**config.mk**
```make
export PLATFORM = sky130hd
export DESIGN_NAME = mbist_bank_ctrl
export DESIGN_NICKNAME = d
export VERILOG_FILES = /design/src/rtl/mbist_pkg.sv /design/src/rtl/mbist_bank_seq.sv /design/src/rtl/mbist_status_merge.sv /design/src/rtl/mbist_diag_sel.sv /design/src/rtl/mbist_bank_ctrl.sv
export SDC_FILE = /design/constraint.sdc
export NUM_CORES = 1
export LEC_CHECK = 0
export ABC_AREA = 1
export ABC_CLOCK_PERIOD_IN_PS = 1100
export BUFFER_PORTS_ARGS = -buffer_cell sky130_fd_sc_hd__buf_2
export CAP_MARGIN = 0
export CORE_MARGIN = 1
export CORE_UTILIZATION = 25
export CTS_BUF_LIST = sky130_fd_sc_hd__clkbuf_2 sky130_fd_sc_hd__clkbuf_4 sky130_fd_sc_hd__clkbuf_8
export CTS_CLUSTER_DIAMETER = 80
export CTS_CLUSTER_SIZE = 28
export DETAILED_ROUTE_END_ITERATION = 7
export GPL_ROUTABILITY_DRIVEN = 0
export GPL_TIMING_DRIVEN = 0
export PLACE_DENSITY = 0.72
export SYNTH_ARGS = -nofsm -noshare
export SYNTH_HDL_FRONTEND = slang
export SYNTH_SLANG_ARGS = --single-unit
export TNS_END_PERCENT = 20
```
**constraint.sdc**
```tcl
create_clock -name clk -period 1.1 [get_ports clk]
set_input_delay 0.11 -clock clk [delete_from_list [all_inputs] [get_ports clk]]
set_output_delay 0.11 -clock clk [all_outputs]
set_load 0.1 [all_outputs]
```
**src/rtl/mbist_pkg.sv**
```systemverilog
// Shared types for the banked self-test coordinator.
package mbist_pkg;
    typedef enum logic [1:0] {
        SEQ_IDLE = 2'd0,
        SEQ_RUN  = 2'd1,
        SEQ_FIN  = 2'd2
    } seq_state_t;
endpackage

```
**src/rtl/mbist_bank_seq.sv**
```systemverilog
// Bank sequencer: starts bank 0 on start, advances one bank each time the
// current bank reports done, and parks in FIN after the last bank.
// Assumes bank_done_i is already gated by test enable.
module mbist_bank_seq #(
    parameter int NUM_BANKS = 2
) (
    input  logic                 clk,
    input  logic                 rst_n,
    input  logic                 enable_i,
    input  logic                 start_i,
    input  logic                 clear_i,
    input  logic [NUM_BANKS-1:0] bank_done_i,
    output logic [NUM_BANKS-1:0] bank_run_o,
    output logic                 all_done_o
);
    import mbist_pkg::*;

    localparam int BANK_W = (NUM_BANKS > 1) ? $clog2(NUM_BANKS) : 1;
    localparam logic [BANK_W-1:0] LAST_BANK = BANK_W'(NUM_BANKS - 1);

    seq_state_t        state_q;
    logic [BANK_W-1:0] cur_q;

    // State and current-bank register with enable/clear priority.
    always_ff @(posedge clk) begin
        if (!rst_n || !enable_i || clear_i) begin
            state_q <= SEQ_IDLE;
            cur_q   <= '0;
        end else begin
            case (state_q)
                SEQ_IDLE: if (start_i) begin
                    state_q <= SEQ_RUN;
                    cur_q   <= '0;
                end
                SEQ_RUN: if (bank_done_i[cur_q]) begin
                    if (cur_q == LAST_BANK) state_q <= SEQ_FIN;
                    else                    cur_q   <= cur_q + 1'b1;
                end
                default: state_q <= state_q;
            endcase
        end
    end

    // Banks up to and including the current one stay invoked.
    for (genvar b = 0; b < NUM_BANKS; b++) begin : g_run
        assign bank_run_o[b] = (state_q == SEQ_FIN) ||
                               ((state_q == SEQ_RUN) && (cur_q >= BANK_W'(b)));
    end

    assign all_done_o = (state_q == SEQ_FIN);
endmodule

```
**src/rtl/mbist_status_merge.sv**
```systemverilog
// Status merge: per-bank AND of unit done flags, global OR of unit fails.
// Assumes units of bank b occupy indices b*UNITS_PER_BANK upward.
module mbist_status_merge #(
    parameter int NUM_BANKS      = 2,
    parameter int UNITS_PER_BANK = 2,
    localparam int NUM_UNITS     = NUM_BANKS * UNITS_PER_BANK
) (
    input  logic [NUM_UNITS-1:0] done_i,
    input  logic [NUM_UNITS-1:0] fail_i,
    output logic [NUM_BANKS-1:0] bank_done_o,
    output logic                 any_fail_o
);
    // One AND reduction per bank.
    for (genvar b = 0; b < NUM_BANKS; b++) begin : g_bank
        assign bank_done_o[b] = &done_i[b*UNITS_PER_BANK +: UNITS_PER_BANK];
    end

    assign any_fail_o = |fail_i;
endmodule

```
**src/rtl/mbist_diag_sel.sv**
```systemverilog
// Diagnostic selector: picks the word of the lowest-numbered unheld unit.
// Returns zero when every unit is held.
module mbist_diag_sel #(
    parameter int NUM_UNITS = 4,
    parameter int DIAG_W    = 4
) (
    input  logic [NUM_UNITS-1:0]        hold_i,
    input  logic [NUM_UNITS*DIAG_W-1:0] diag_i,
    output logic [DIAG_W-1:0]           diag_o
);
    // Scan from the top so the lowest unheld index wins.
    always_comb begin
        diag_o = '0;
        for (int i = NUM_UNITS - 1; i >= 0; i--) begin
            if (!hold_i[i]) diag_o = diag_i[i*DIAG_W +: DIAG_W];
        end
    end
endmodule

```
**src/rtl/mbist_bank_ctrl.sv**
```systemverilog
// Top: distributes global self-test controls, sequences banks, merges status
// and selects diagnostics; everything is gated to 0 when test is disabled.
// Assumes units are numbered bank by bank.
module mbist_bank_ctrl #(
    parameter int NUM_BANKS      = 2,
    parameter int UNITS_PER_BANK = 2,
    parameter int DIAG_W         = 4,
    localparam int NUM_UNITS     = NUM_BANKS * UNITS_PER_BANK
) (
    input  logic                        clk,
    input  logic                        rst_n,
    input  logic                        test_en_i,
    input  logic                        g_invoke_i,
    input  logic                        g_reset_i,
    input  logic                        g_bitmap_i,
    input  logic [NUM_UNITS-1:0]        hold_i,
    input  logic [NUM_UNITS-1:0]        unit_done_i,
    input  logic [NUM_UNITS-1:0]        unit_fail_i,
    input  logic [NUM_UNITS*DIAG_W-1:0] unit_diag_i,
    output logic [NUM_UNITS-1:0]        unit_invoke_o,
    output logic [NUM_UNITS-1:0]        unit_reset_o,
    output logic [NUM_UNITS-1:0]        unit_bitmap_o,
    output logic [NUM_UNITS-1:0]        unit_hold_o,
    output logic [NUM_BANKS-1:0]        bank_done_o,
    output logic                        chip_done_o,
    output logic                        chip_fail_o,
    output logic [DIAG_W-1:0]           chip_diag_o
);
    logic [NUM_BANKS-1:0] bank_run;
    logic [NUM_BANKS-1:0] bank_done_raw;
    logic                 all_done;
    logic                 any_fail;
    logic [DIAG_W-1:0]    diag_sel;

    mbist_status_merge #(
        .NUM_BANKS      (NUM_BANKS),
        .UNITS_PER_BANK (UNITS_PER_BANK)
    ) u_merge (
        .done_i      (unit_done_i),
        .fail_i      (unit_fail_i),
        .bank_done_o (bank_done_raw),
        .any_fail_o  (any_fail)
    );

    mbist_bank_seq #(
        .NUM_BANKS (NUM_BANKS)
    ) u_seq (
        .clk         (clk),
        .rst_n       (rst_n),
        .enable_i    (test_en_i),
        .start_i     (g_invoke_i),
        .clear_i     (g_reset_i),
        .bank_done_i (bank_done_o),
        .bank_run_o  (bank_run),
        .all_done_o  (all_done)
    );

    mbist_diag_sel #(
        .NUM_UNITS (NUM_UNITS),
        .DIAG_W    (DIAG_W)
    ) u_diag (
        .hold_i (hold_i),
        .diag_i (unit_diag_i),
        .diag_o (diag_sel)
    );

    // Per-unit control fan-out, gated by test enable.
    for (genvar u = 0; u < NUM_UNITS; u++) begin : g_unit
        assign unit_invoke_o[u] = test_en_i & bank_run[u / UNITS_PER_BANK];
        assign unit_reset_o[u]  = test_en_i & g_reset_i;
        assign unit_bitmap_o[u] = test_en_i & g_bitmap_i;
        assign unit_hold_o[u]   = test_en_i & hold_i[u];
    end

    // Chip-level results, blocked from the pins when test is off.
    assign bank_done_o = test_en_i ? bank_done_raw : '0;
    assign chip_done_o = test_en_i & all_done;
    assign chip_fail_o = test_en_i & any_fail;
    assign chip_diag_o = (test_en_i && g_bitmap_i) ? diag_sel : '0;
endmodule

```
==> impl_results.md, run 1 <==
- DRC Markers: 0
- Synth Area in Compound Gates: 13.6%
- Fin Hold WS: 0.197 ns
- Status: finished with violations
- Nets: 193
- Nature of the critical path startpoint: register
- Synth Area in XOR/XNOR: 0%
- Total core area: 1960 um2
- DP Worst Slack: -0.344 ns
- Seq/Total Area, Yosys: 11.5%
- VDD IR max: 0.545 mV
- I/O pin cnt: 58
- Row count: 16
- Die Y: 47.8 um
- Critical Path RT: 0.99 ns
- Crit path to: unit_invoke_o[1]
- Worst-Margin Slew: 0.489 ns
- PortBufs: 55
- Largest family of logic cells by synthesized area: simple AND/OR/NAND/NOR gates
- FF-to-FF path depth: 7
- RSZ-0062 raised after global routing: true
- DP Wirelength: 1320 um
- Area growth from synthesis to layout: 127%
- Worst R2R End: u_seq.state_q[0]
- H-tree depth: 1
- Die ar.: 2280 um2
- Yosys warns: 0
- # clock sinks: 3
- Initial core utilization: 26.7%
- Fmax: 690 MHz
- Min setup slack post-route: -0.350 ns
- Drt via density: 4.34
- Family with the most delay on the worst path: buffers and inverters
- Reg2Reg Setup Slack: -0.06 ns
- Root Driver: clkbuf_4
- First-pass GRT wire length: 2420 um
- Final Max Tran Viols: 0
- CP Capture Type: output pin
- Slowest stage delay, CP: 0.32 ns
- Critical Path Slowest Stage Cell: dfxtp_2
- Layout Skew: 0.00235 ns
- Levels on crit path: 7
- CTS tree: done
- Cells after Synth: 93
- Final wirelength: 1800 um
- Final setup violation count: 7
- Initial antenna violation count: 0
- Post-synth cell types: 21
- Clock latency on the worst-skew pair: 0.23 ns
- Routed Antenna Nets: 0
- Power Dens Cells: 757 nW/um2
- Kind of critical path: register to output pin
- Ant. Diodes: 0
- CP startpoint: u_seq.state_q[1]
- Post-Synth Adder-Cell Area: 7.16%
- Final worst path period share: 132%
- Critical path's most frequent cell: buf_6
- Max cap viols: 0
- Largest net degree at the start of global routing: 11
- Post-Synth Simple-Gate Area: 38.4%
- Post-Syn Area: 524 um2
- First-pass DRT Iterations: 4
- Min-delay worst type: input pin to register
- Mux cell area share after synthesis: 0%
- Die X: 47.8 um
- Crit path DAT: 1.34 ns
- Leak pwr: 0.643 nW
- CP Max Fanout: 2
- Vias: 790
- CTS buffer count: 3
- Syn_nets: 130
- DRT iter0 DRCs: 8
- Global Route Usage Sum: 15.3%
- Area after DPL: 971 um2
- Maximum root-to-sink buffer count: 2
- Area of all placed cells without fillers: 1190 um2
- Commonest non-fill, non-tap cells in the layout: buf_2 (39), nand2_1 (20), buf_4 (15), inv_1 (13), nand3_1 (10)
- Vias in the first global route: 693
- GRT Residual Overflow: 0
- CTS clk-pin slew, worst paths: 0.04 ns
- Share of layout cells above drive strength 1: 61.3%
- Flops & latches, synth: 3
- WL/cell: 9.88 um
- Worst r2r src: u_seq.state_q[1]
- Most common cell after layout, fill and taps aside: buf_2
- Crit-path cells: inv_2 -> buf_6 -> ha_4 -> nand2_4 -> clkinvlp_4 -> buf_6 -> buf_12
- Fin. Hold Viols: 0
- WP buf/inv: 5
- Failing checks: negative setup slack
- Syn Area/Cell: 5.64 um2
- Max_slew headroom: 67.6%
- Hold buffers post-CTS: 0
- Min Tclk post-route: 1.45 ns
## kinds of logic (layout without fill, tap and decap cells)
kind of cell,Yosys count,in the layout
AND/OR/NAND/NOR,44,44
buffers and inverters,30,92
AO/OA/AOI/OAI,13,13
adder cells (fa/ha/maj),3,3
flip-flops,3,3
## worst min path at each step
stage | cells after the start | startpoint | end
2_1_floorplan | 2 | rst_n | u_seq.cur_q
3_3_place_gp | 3 | rst_n | u_seq.cur_q
3_5_place_dp | 3 | rst_n | u_seq.state_q[1]
4_1_cts | 3 | rst_n | u_seq.state_q[1]
5_1_grt | 3 | rst_n | u_seq.cur_q
6_report | 3 | rst_n | u_seq.cur_q
## cells in the mapped netlist
cell / n / area, um2
o31ai_1: 1 / 7.51
buf_6: 1 / 11.3
and2_1: 1 / 6.26
inv_1: 18 / 67.6
nand2_1: 23 / 86.3
clkbuf_2: 1 / 5.00
dfxtp_1: 3 / 60.1
nor4_1: 1 / 6.26
or2_1: 2 / 12.5
nand3_1: 10 / 50.1
a21oi_1: 7 / 35.0
nand4_1: 1 / 6.26
o21ai_0: 4 / 20.0
nor2_1: 3 / 11.3
buf_2: 1 / 5.00
clkinv_2: 1 / 5.00
ha_1: 3 / 37.5
a21oi_2: 1 / 8.76
nand3_2: 1 / 10.0
buf_4: 8 / 60.1
or2_0: 2 / 12.5
## through the flow
stage | power (mW) | util, % | TNS, ns | std cells
floorplan | 0.522 | - | -4.69 | 93
global placement | 0.628 | 49.5 | -2.29 | 175
detailed placement | 0.633 | 49.5 | -2.65 | 175
global route | 0.960 | 60.8 | -2.23 | 182
CTS | 0.901 | 58.9 | -1.80 | 182
finish | 0.902 | 60.8 | -1.62 | 182
## repair_timing
action | 4_1_cts | 5_1_grt
buffers inserted | 3 | 0
pin swaps | 5 | 3
gates resized for setup | 40 | 12
setup endpoints to repair | 18 | 13
gates cloned | 0 | 0
## where the power goes
part | leakage [nW] | internal, mW | switching [mW] | total [mW]
clock | 0.0184 | 0.161 | 0.0596 | 0.220
sequential | 0.0252 | 0.111 | 0.00144 | 0.112
combinational | 0.599 | 0.167 | 0.403 | 0.570
## cell type report
| class | instances | area [um2] |
|---|---|---|
| Tap cell | 27 | 33.8 |
| Fill cell | 190 | 769 |
| Multi-Input combinational cell | 60 | 413 |
| Inverter | 19 | 104 |
| Clock buffer | 4 | 30.0 |
| Sequential cell | 3 | 62.6 |
| Buffer | 11 | 115 |
| Timing Repair Buffer | 58 | 434 |
## worst reg2reg max path: stages, from the launching register on
cell     delay [ns]
dfxtp_2        0.31
inv_2          0.07
ha_4           0.13
inv_4          0.04
buf_4          0.12
a21oi_2        0.13
nand2_1        0.10
and2_1         0.15
## sequential cells by signal (all words and copies together) (netlist names)
signal / cells
u_seq.cur_q: 1
u_seq.state_q: 2
## layer usage
metal  vias up  GRT usage (%)  share of wire (%)
li1        403              -                  -
met1       343           12.2                 34
met4         0           9.44                  0
met5         -              0                  0
met2        44           32.4                 55
met3         0           3.02                 11
No activity file was read; power rests on OpenSTA's default activity.
==> run 2: changes to the inputs <==
==> constraint.sdc (replaced) <==
create_clock -name clk -period 1.1 [get_ports clk]
set_input_delay 0 -clock clk [delete_from_list [all_inputs] [get_ports clk]]
set_output_delay 0 -clock clk [all_outputs]
set_load 0.1 [all_outputs]
==> run 2 against run 1 <==
Compared with the run above:
- sequential power hardly changed
- critical path type unchanged
- clock skew is 0.0028 ns higher
- largest power group unchanged
- global-route usage is 2.9 points lower
- setup slack better by 0.10 ns
- final cell count is 1.6% lower
- count of clock-buffer cells in the layout stayed put
- clock power hardly changed
- non-clock buffer count is 3 lower
- largest cell class unchanged
- the flow still finishes with violations (negative setup slack)
- fmax is 7.5% higher
==> impl_results.md, run 2 (synthesis results as in run 1) <==
- Status: finished with violations
- Failing checks: negative setup slack
- CTS buffer count: 3 (unchanged)
- Max cap viols: 0 (unchanged)
- Min setup slack post-route: -0.249 ns (+0.101 ns)
- Critical Path Slowest Stage Cell: dfxtp_2
- DRC Markers: 0 (unchanged)
- P_int: 394 uW (-10%)
- CTS tree: done
- Critical path's most frequent cell: buf_12
- Power Dens Cells: 808 nW/um2 (+6.8%)
- WL/cell: 8.53 um (-14%)
- FF-to-FF path depth: 5 (-2)
- Fmax: 742 MHz (+7.5%)
- Combinational power share: 60.0% (-3.2 points)
- CP Max Fanout: 3 (+1)
- Row count: 16 (unchanged)
- Root Driver: clkbuf_4
- Max reg flops: 2 (unchanged)
- Max_slew headroom: 67.7% (+0.13 points)
- Die ar.: 2280 um2 (unchanged)
- Die X: 47.8 um (unchanged)
- Total core area: 1960 um2 (unchanged)
- CTS clk-pin slew, worst paths: 0.03 ns (about the same)
- Final wirelength: 1530 um (-15%)
- Hold buffers post-CTS: 0 (unchanged)
- Critical Path RT: 1.10 ns (+0.11 ns)
- Initial antenna violation count: 0 (unchanged)
- DRT iter0 DRCs: 7 (-1)
- Area growth from synthesis to layout: 96.2%
- Maximum root-to-sink buffer count: 2 (unchanged)
- Wl on met1: 629 um (+2.8%)
- Most flops, register: u_seq.state_q
- DP Worst Slack: -0.242 ns (+0.101 ns)
- First-pass GRT wire length: 2050 um (-15%)
- Most common cell after layout, fill and taps aside: buf_2
- Largest regs: u_seq.state_q: 2 flops, u_seq.cur_q: 1 flops
- Worst-Margin Slew: 0.487 ns (-0.00201 ns)
- Vias in the first global route: 553 (-20%)
- GRT Residual Overflow: 0 (unchanged)
- Metal2 WL: 694 um (-30%)
- Layout Skew: 0.00512 ns (+0.00277 ns)
- Slowest stage delay, CP: 0.33 ns (about the same)
- Share of layout cells above drive strength 1: 58.6% (-2.7 points)
- First-pass DRT Iterations: 4 (unchanged)
- VDD IR max: 0.840 mV (+54%)
- Crit-path cells: inv_4 -> ha_4 -> inv_2 -> o31ai_4 -> buf_12 -> buf_12
- Fin. Hold Viols: 0 (unchanged)
- Sw Share: 52.5% (+1.1 points)
- Commonest non-fill, non-tap cells in the layout: buf_2 (47), nand2_1 (21), inv_1 (13), nand3_1 (10), clkbuf_4 (8)
- Vias: 755 (-4.4%)
- Routed Antenna Nets: 0 (unchanged)
- PortBufs: 55 (unchanged)
- Ant. Diodes: 0 (unchanged)
- Uppermost routed layer: met3
- CP Capture Type: output pin
- Crit path DAT: 1.35 ns (about the same)
- Sequential power share: 13.5% (+1.1 points)
- # clock sinks: 3 (unchanged)
- Initial core utilization: 26.7% (unchanged)
- Final setup violation count: 7 (unchanged)
- Drt via density: 4.22 (-2.8%)
- Nature of the critical path startpoint: register
- RSZ-0062 raised after global routing: true
- Nets: 190 (-1.6%)
- Min-delay worst type: input pin to register
- H-tree depth: 1 (unchanged)
- Clock Power Share: 26.5% (+2.1 points)
- Fin Hold WS: 0.0614 ns (-0.135 ns)
- Final Max Tran Viols: 0 (unchanged)
- I/O pin cnt: 58 (unchanged)
- Final worst path period share: 123% (-9.2 points)
- Hold depth: 3 (unchanged)
- FILL cells: 205 (+7.9%)
- DP Wirelength: 1280 um (-3.4%)
- Wire length on met3: 202 um (+3.1%)
- Min Tclk post-route: 1.35 ns (-0.101 ns)
- Kind of critical path: register to output pin
- Global Route Usage Sum: 12.4% (-2.9 points)
- Leak pwr: 0.593 nW (-7.7%)
- Utilization after layout: 52.4% (-8.4 points)
- Clock latency on the worst-skew pair: 0.23 ns (about the same)
- Die Y: 47.8 um (unchanged)
- Sw power: 436 uW (-6.0%)
- Largest net degree at the start of global routing: 11 (unchanged)
[run 2: changes by cell type in the layout (fill, tap and decap cells not counted), moves of 3 or more]
cell,before,now
buf_12,8,5
buf_2,39,47
buf_4,15,6
clkbuf_4,5,8
o21ai_0,0,4
o21ai_1,3,0
[run 2: power groups by stage]
| stage | Combinational, mW | Clock [mW] | Sequential [mW] |
|---|---|---|---|
| after floorplan | 0.381 | 0 | 0.113 |
| after global placement | 0.484 | 0 | 0.114 |
| after detailed placement | 0.487 | 0 | 0.114 |
| after CTS | 0.498 | 0.230 | 0.112 |
| after global routing | 0.530 | 0.236 | 0.112 |
| final | 0.498 | 0.221 | 0.112 |
[run 2: path summary, 6_finish.rpt]
path / from / slack (ns) / end
setup / recovery: u_seq.state_q[1] / -0.25 / unit_invoke_o[3]
setup reg to reg: u_seq.state_q[0] / -0.04 / u_seq.state_q[0]
hold / removal: rst_n / 0.06 / u_seq.cur_q
hold reg to reg: u_seq.state_q[1] / 0.51 / u_seq.state_q[1]
[run 2: per-layer routing]
| layer | track usage (%) | up-vias |
|---|---|---|
| met5 | 0 | - |
| li1 | - | 398 |
| met4 | 1.67 | 0 |
| met3 | 3.40 | 0 |
| met2 | 23.8 | 50 |
| met1 | 13.9 | 307 |
[run 2: layout make-up]
cell class / instances / area, um2 / share of cell area (%)
Sequential cell: 3 / 62.6 / 6.08
Clock buffer: 4 / 30.0 / 2.92
Inverter: 19 / 78.8 / 7.66
Timing Repair Buffer: 55 / 352 / 34.2
Buffer: 11 / 97.6 / 9.49
Tap cell: 27 / 33.8 / 3.28
Multi-Input combinational cell: 60 / 374 / 36.4
[run 2: worst max-delay path, delay by kind of cell (launching register included)]
family          cells  cell delay, ns
compound gates      1            0.25
fa+ha+maj           1            0.12
buf+inv             4            0.42
flops               1            0.33
[run 2: metrics by stage]
| step | area, um2 | cells | TNS (ns) | power [mW] |
|---|---|---|---|---|
| floorplan | 584 | 93 | -3.86 | 0.495 |
| global placement | 893 | 175 | -0.923 | 0.598 |
| detailed placement | 893 | 175 | -1.03 | 0.600 |
| CTS | 1010 | 179 | -1.07 | 0.840 |
| global route | 1030 | 179 | -1.49 | 0.877 |
| finish | 1030 | 179 | -0.931 | 0.831 |
[run 2: repair_timing]
| item | CTS | global route |
|---|---|---|
| gates cloned | 0 | 0 |
| hold endpoints to repair | 0 | 0 |
| gates resized for setup | 23 | 7 |
| pin swaps | 2 | 1 |
| endpoints found under the setup margin | 8 | 12 |
| buffers inserted | 0 | 0 |
==> run 3: changes to the inputs <==
Settings changed: MAX_ROUTING_LAYER from default to met4, PLACE_DENSITY 0.72 to 0.61.
==> run 3 against run 2 <==
Compared with the run above:
- the run still ends with negative setup slack left
- worst hold slack worse by 0.0055 ns
- clock skew is 0.0013 ns lower
- non-clock buffer count stayed put
- count of clock-buffer cells in the layout stayed put
- highest routed layer is now met4
- register-to-register slack hardly changed
- critical endpoint unchanged
- first-iteration DRC count is 43% higher
- flip-flop and latch count stayed put
- global-route usage is 0.55 points lower
- largest cell class unchanged
==> impl_results.md, run 3 (synthesis results as in run 1) <==
- DP Worst Slack: -0.242 ns (+0.0000510 ns)
- Nets: 190 (unchanged)
- GRT Residual Overflow: 0 (unchanged)
- Initial core utilization: 26.7% (unchanged)
- CTS tree: done
- Ant. Diodes: 0 (unchanged)
- Vias: 737 (-2.4%)
- CP Capture Type: output pin
- Die Y: 47.8 um (unchanged)
- RSZ-0062 raised after global routing: true
- Maximum root-to-sink buffer count: 2 (unchanged)
- Routed Antenna Nets: 0 (unchanged)
- Max reg flops: 2 (unchanged)
- Commonest non-fill, non-tap cells in the layout: buf_2 (47), nand2_1 (21), inv_1 (13), nand3_1 (10), clkbuf_4 (8)
- Status: finished with violations
- Global Route Usage Sum: 11.9% (-0.55 points)
- Layout Skew: 0.00382 ns (-0.00130 ns)
- Share of layout cells above drive strength 1: 58.6% (unchanged)
- CTS clk-pin slew, worst paths: 0.03 ns (about the same)
- Min setup slack post-route: -0.248 ns (+0.00105 ns)
- WL/cell: 8.04 um (-5.7%)
- Power Dens Cells: 801 nW/um2 (-0.84%)
- DP Wirelength: 1190 um (-7.1%)
- Die ar.: 2280 um2 (unchanged)
- Die X: 47.8 um (unchanged)
- Fin. Hold Viols: 0 (unchanged)
- DRC Markers: 0 (unchanged)
- Largest regs: u_seq.state_q: 2 flops, u_seq.cur_q: 1 flops
- PortBufs: 55 (unchanged)
- I/O pin cnt: 58 (unchanged)
- Initial antenna violation count: 0 (unchanged)
- CP Max Fanout: 3 (unchanged)
- Min Tclk post-route: 1.35 ns (-0.00105 ns)
- First-pass GRT wire length: 1840 um (-10%)
- Total core area: 1960 um2 (unchanged)
- Critical Path RT: 1.10 ns (about the same)
- WP buf/inv: 4 (unchanged)
- Area of all placed cells without fillers: 1040 um2 (+0.73%)
- Max_slew headroom: 67.8% (about the same)
- Min-delay worst type: input pin to register
- Most common cell after layout, fill and taps aside: buf_2
- Final worst path period share: 123% (about the same)
- Drt via density: 4.12 (-2.4%)
- Family with the most delay on the worst path: buffers and inverters
- Kind of critical path: register to output pin
- Final wirelength: 1440 um (-5.7%)
- Hold buffers post-CTS: 0 (unchanged)
- Final Max Tran Viols: 0 (unchanged)
- Nature of the critical path startpoint: register
- Most flops, register: u_seq.state_q
- Vias in the first global route: 497 (-10%)
- # clock sinks: 3 (unchanged)
- Leak pwr: 0.595 nW (+0.35%)
- Fmax: 742 MHz (about the same)
- H-tree depth: 1 (unchanged)
- Clock latency on the worst-skew pair: 0.24 ns (about the same)
- Post-CTS Setup Inserts: 0 (unchanged)
- Area after DPL: 893 um2 (unchanged)
- Row count: 16 (unchanged)
- Critical Path Slowest Stage Cell: dfxtp_2
- Largest net degree at the start of global routing: 11 (unchanged)
- Root Driver: clkbuf_4
- DRT iter0 DRCs: 10 (+3)
- Worst-Margin Slew: 0.486 ns (-0.000821 ns)
- Crit-path cells: inv_4 -> ha_4 -> inv_4 -> o31ai_4 -> buf_12 -> buf_12
- Crit path DAT: 1.35 ns (about the same)
- CTS buffer count: 3 (unchanged)
- Failing checks: negative setup slack
- First-pass DRT Iterations: 4 (unchanged)
- Slowest stage delay, CP: 0.33 ns (about the same)
- Final setup violation count: 7 (unchanged)
- Area growth from synthesis to layout: 97.6%
- Max cap viols: 0 (unchanged)
- VDD IR max: 0.571 mV (-32%)
==> run 3: cell counts in the layout (fill, tap and decap cells not counted) <==
Identical to the previous run, type by type.
==> run 3: final cells by class <==
type / instances / area, um2
repair buffers: 55 / 352
inverters: 19 / 83.8
well taps: 27 / 33.8
plain buffers: 11 / 97.6
flip-flops and latches: 3 / 65.1
fillers: 208 / 926
clock buffers: 4 / 30.0
multi-input cells: 60 / 374
==> run 3: power by group <==
group | leakage, nW | internal, mW | total (mW) | switching [mW]
clock | 0.0184 | 0.161 | 0.221 | 0.0599
combinational | 0.551 | 0.124 | 0.499 | 0.375
sequential | 0.0255 | 0.109 | 0.111 | 0.00174
==> run 3: worst min-delay path, cell delays in order <==
cell,delay [ns]
buf_2,0.09
nand2_1,0.10
a21oi_2,0.04
==> run 3: per-stage QoR <==
stage                     setup TNS (ns)  utilization (%)  hold WS [ns]  std cells  total power [mW]
after floorplan                    -3.86                -         0.174         93             0.495
after global placement            -0.950             45.5         0.299        175             0.599
after detailed placement          -0.963             45.5         0.300        175             0.599
after CTS                          -1.12             51.5        0.0499        179             0.836
after global routing               -1.31             52.8        0.0653        179             0.876
final                             -0.882             52.8        0.0559        179             0.830
==> run 3: per-layer routing <==
layer	share of wire, %	GRT usage [%]	routed length, um	vias up
li1	-	-	-	397
met1	41	12.3	584	295
met2	46	21.4	660	43
met3	13	3.77	182	2
met4	0.83	3.33	12	0
met5	0	-	0	-
==> run 3: timing repair <==
| item | in CTS | in global routing |
|---|---|---|
| endpoints found under the hold margin | 0 | 0 |
| pin swaps | 2 | 1 |
| endpoints found under the setup margin | 8 | 12 |
| resized for setup | 23 | 10 |
==> run 3: final timing paths <==
| path | from | slack [ns] | endpoint | cells after the start |
|---|---|---|---|---|
| worst min-delay path | rst_n | 0.06 | u_seq.cur_q | 3 |
| worst min register to register | u_seq.state_q[1] | 0.49 | u_seq.state_q[1] | 2 |
| worst max-delay path | u_seq.state_q[1] | -0.25 | unit_invoke_o[3] | 6 |
| worst max register to register | u_seq.state_q[0] | -0.03 | u_seq.state_q[0] | 5 |
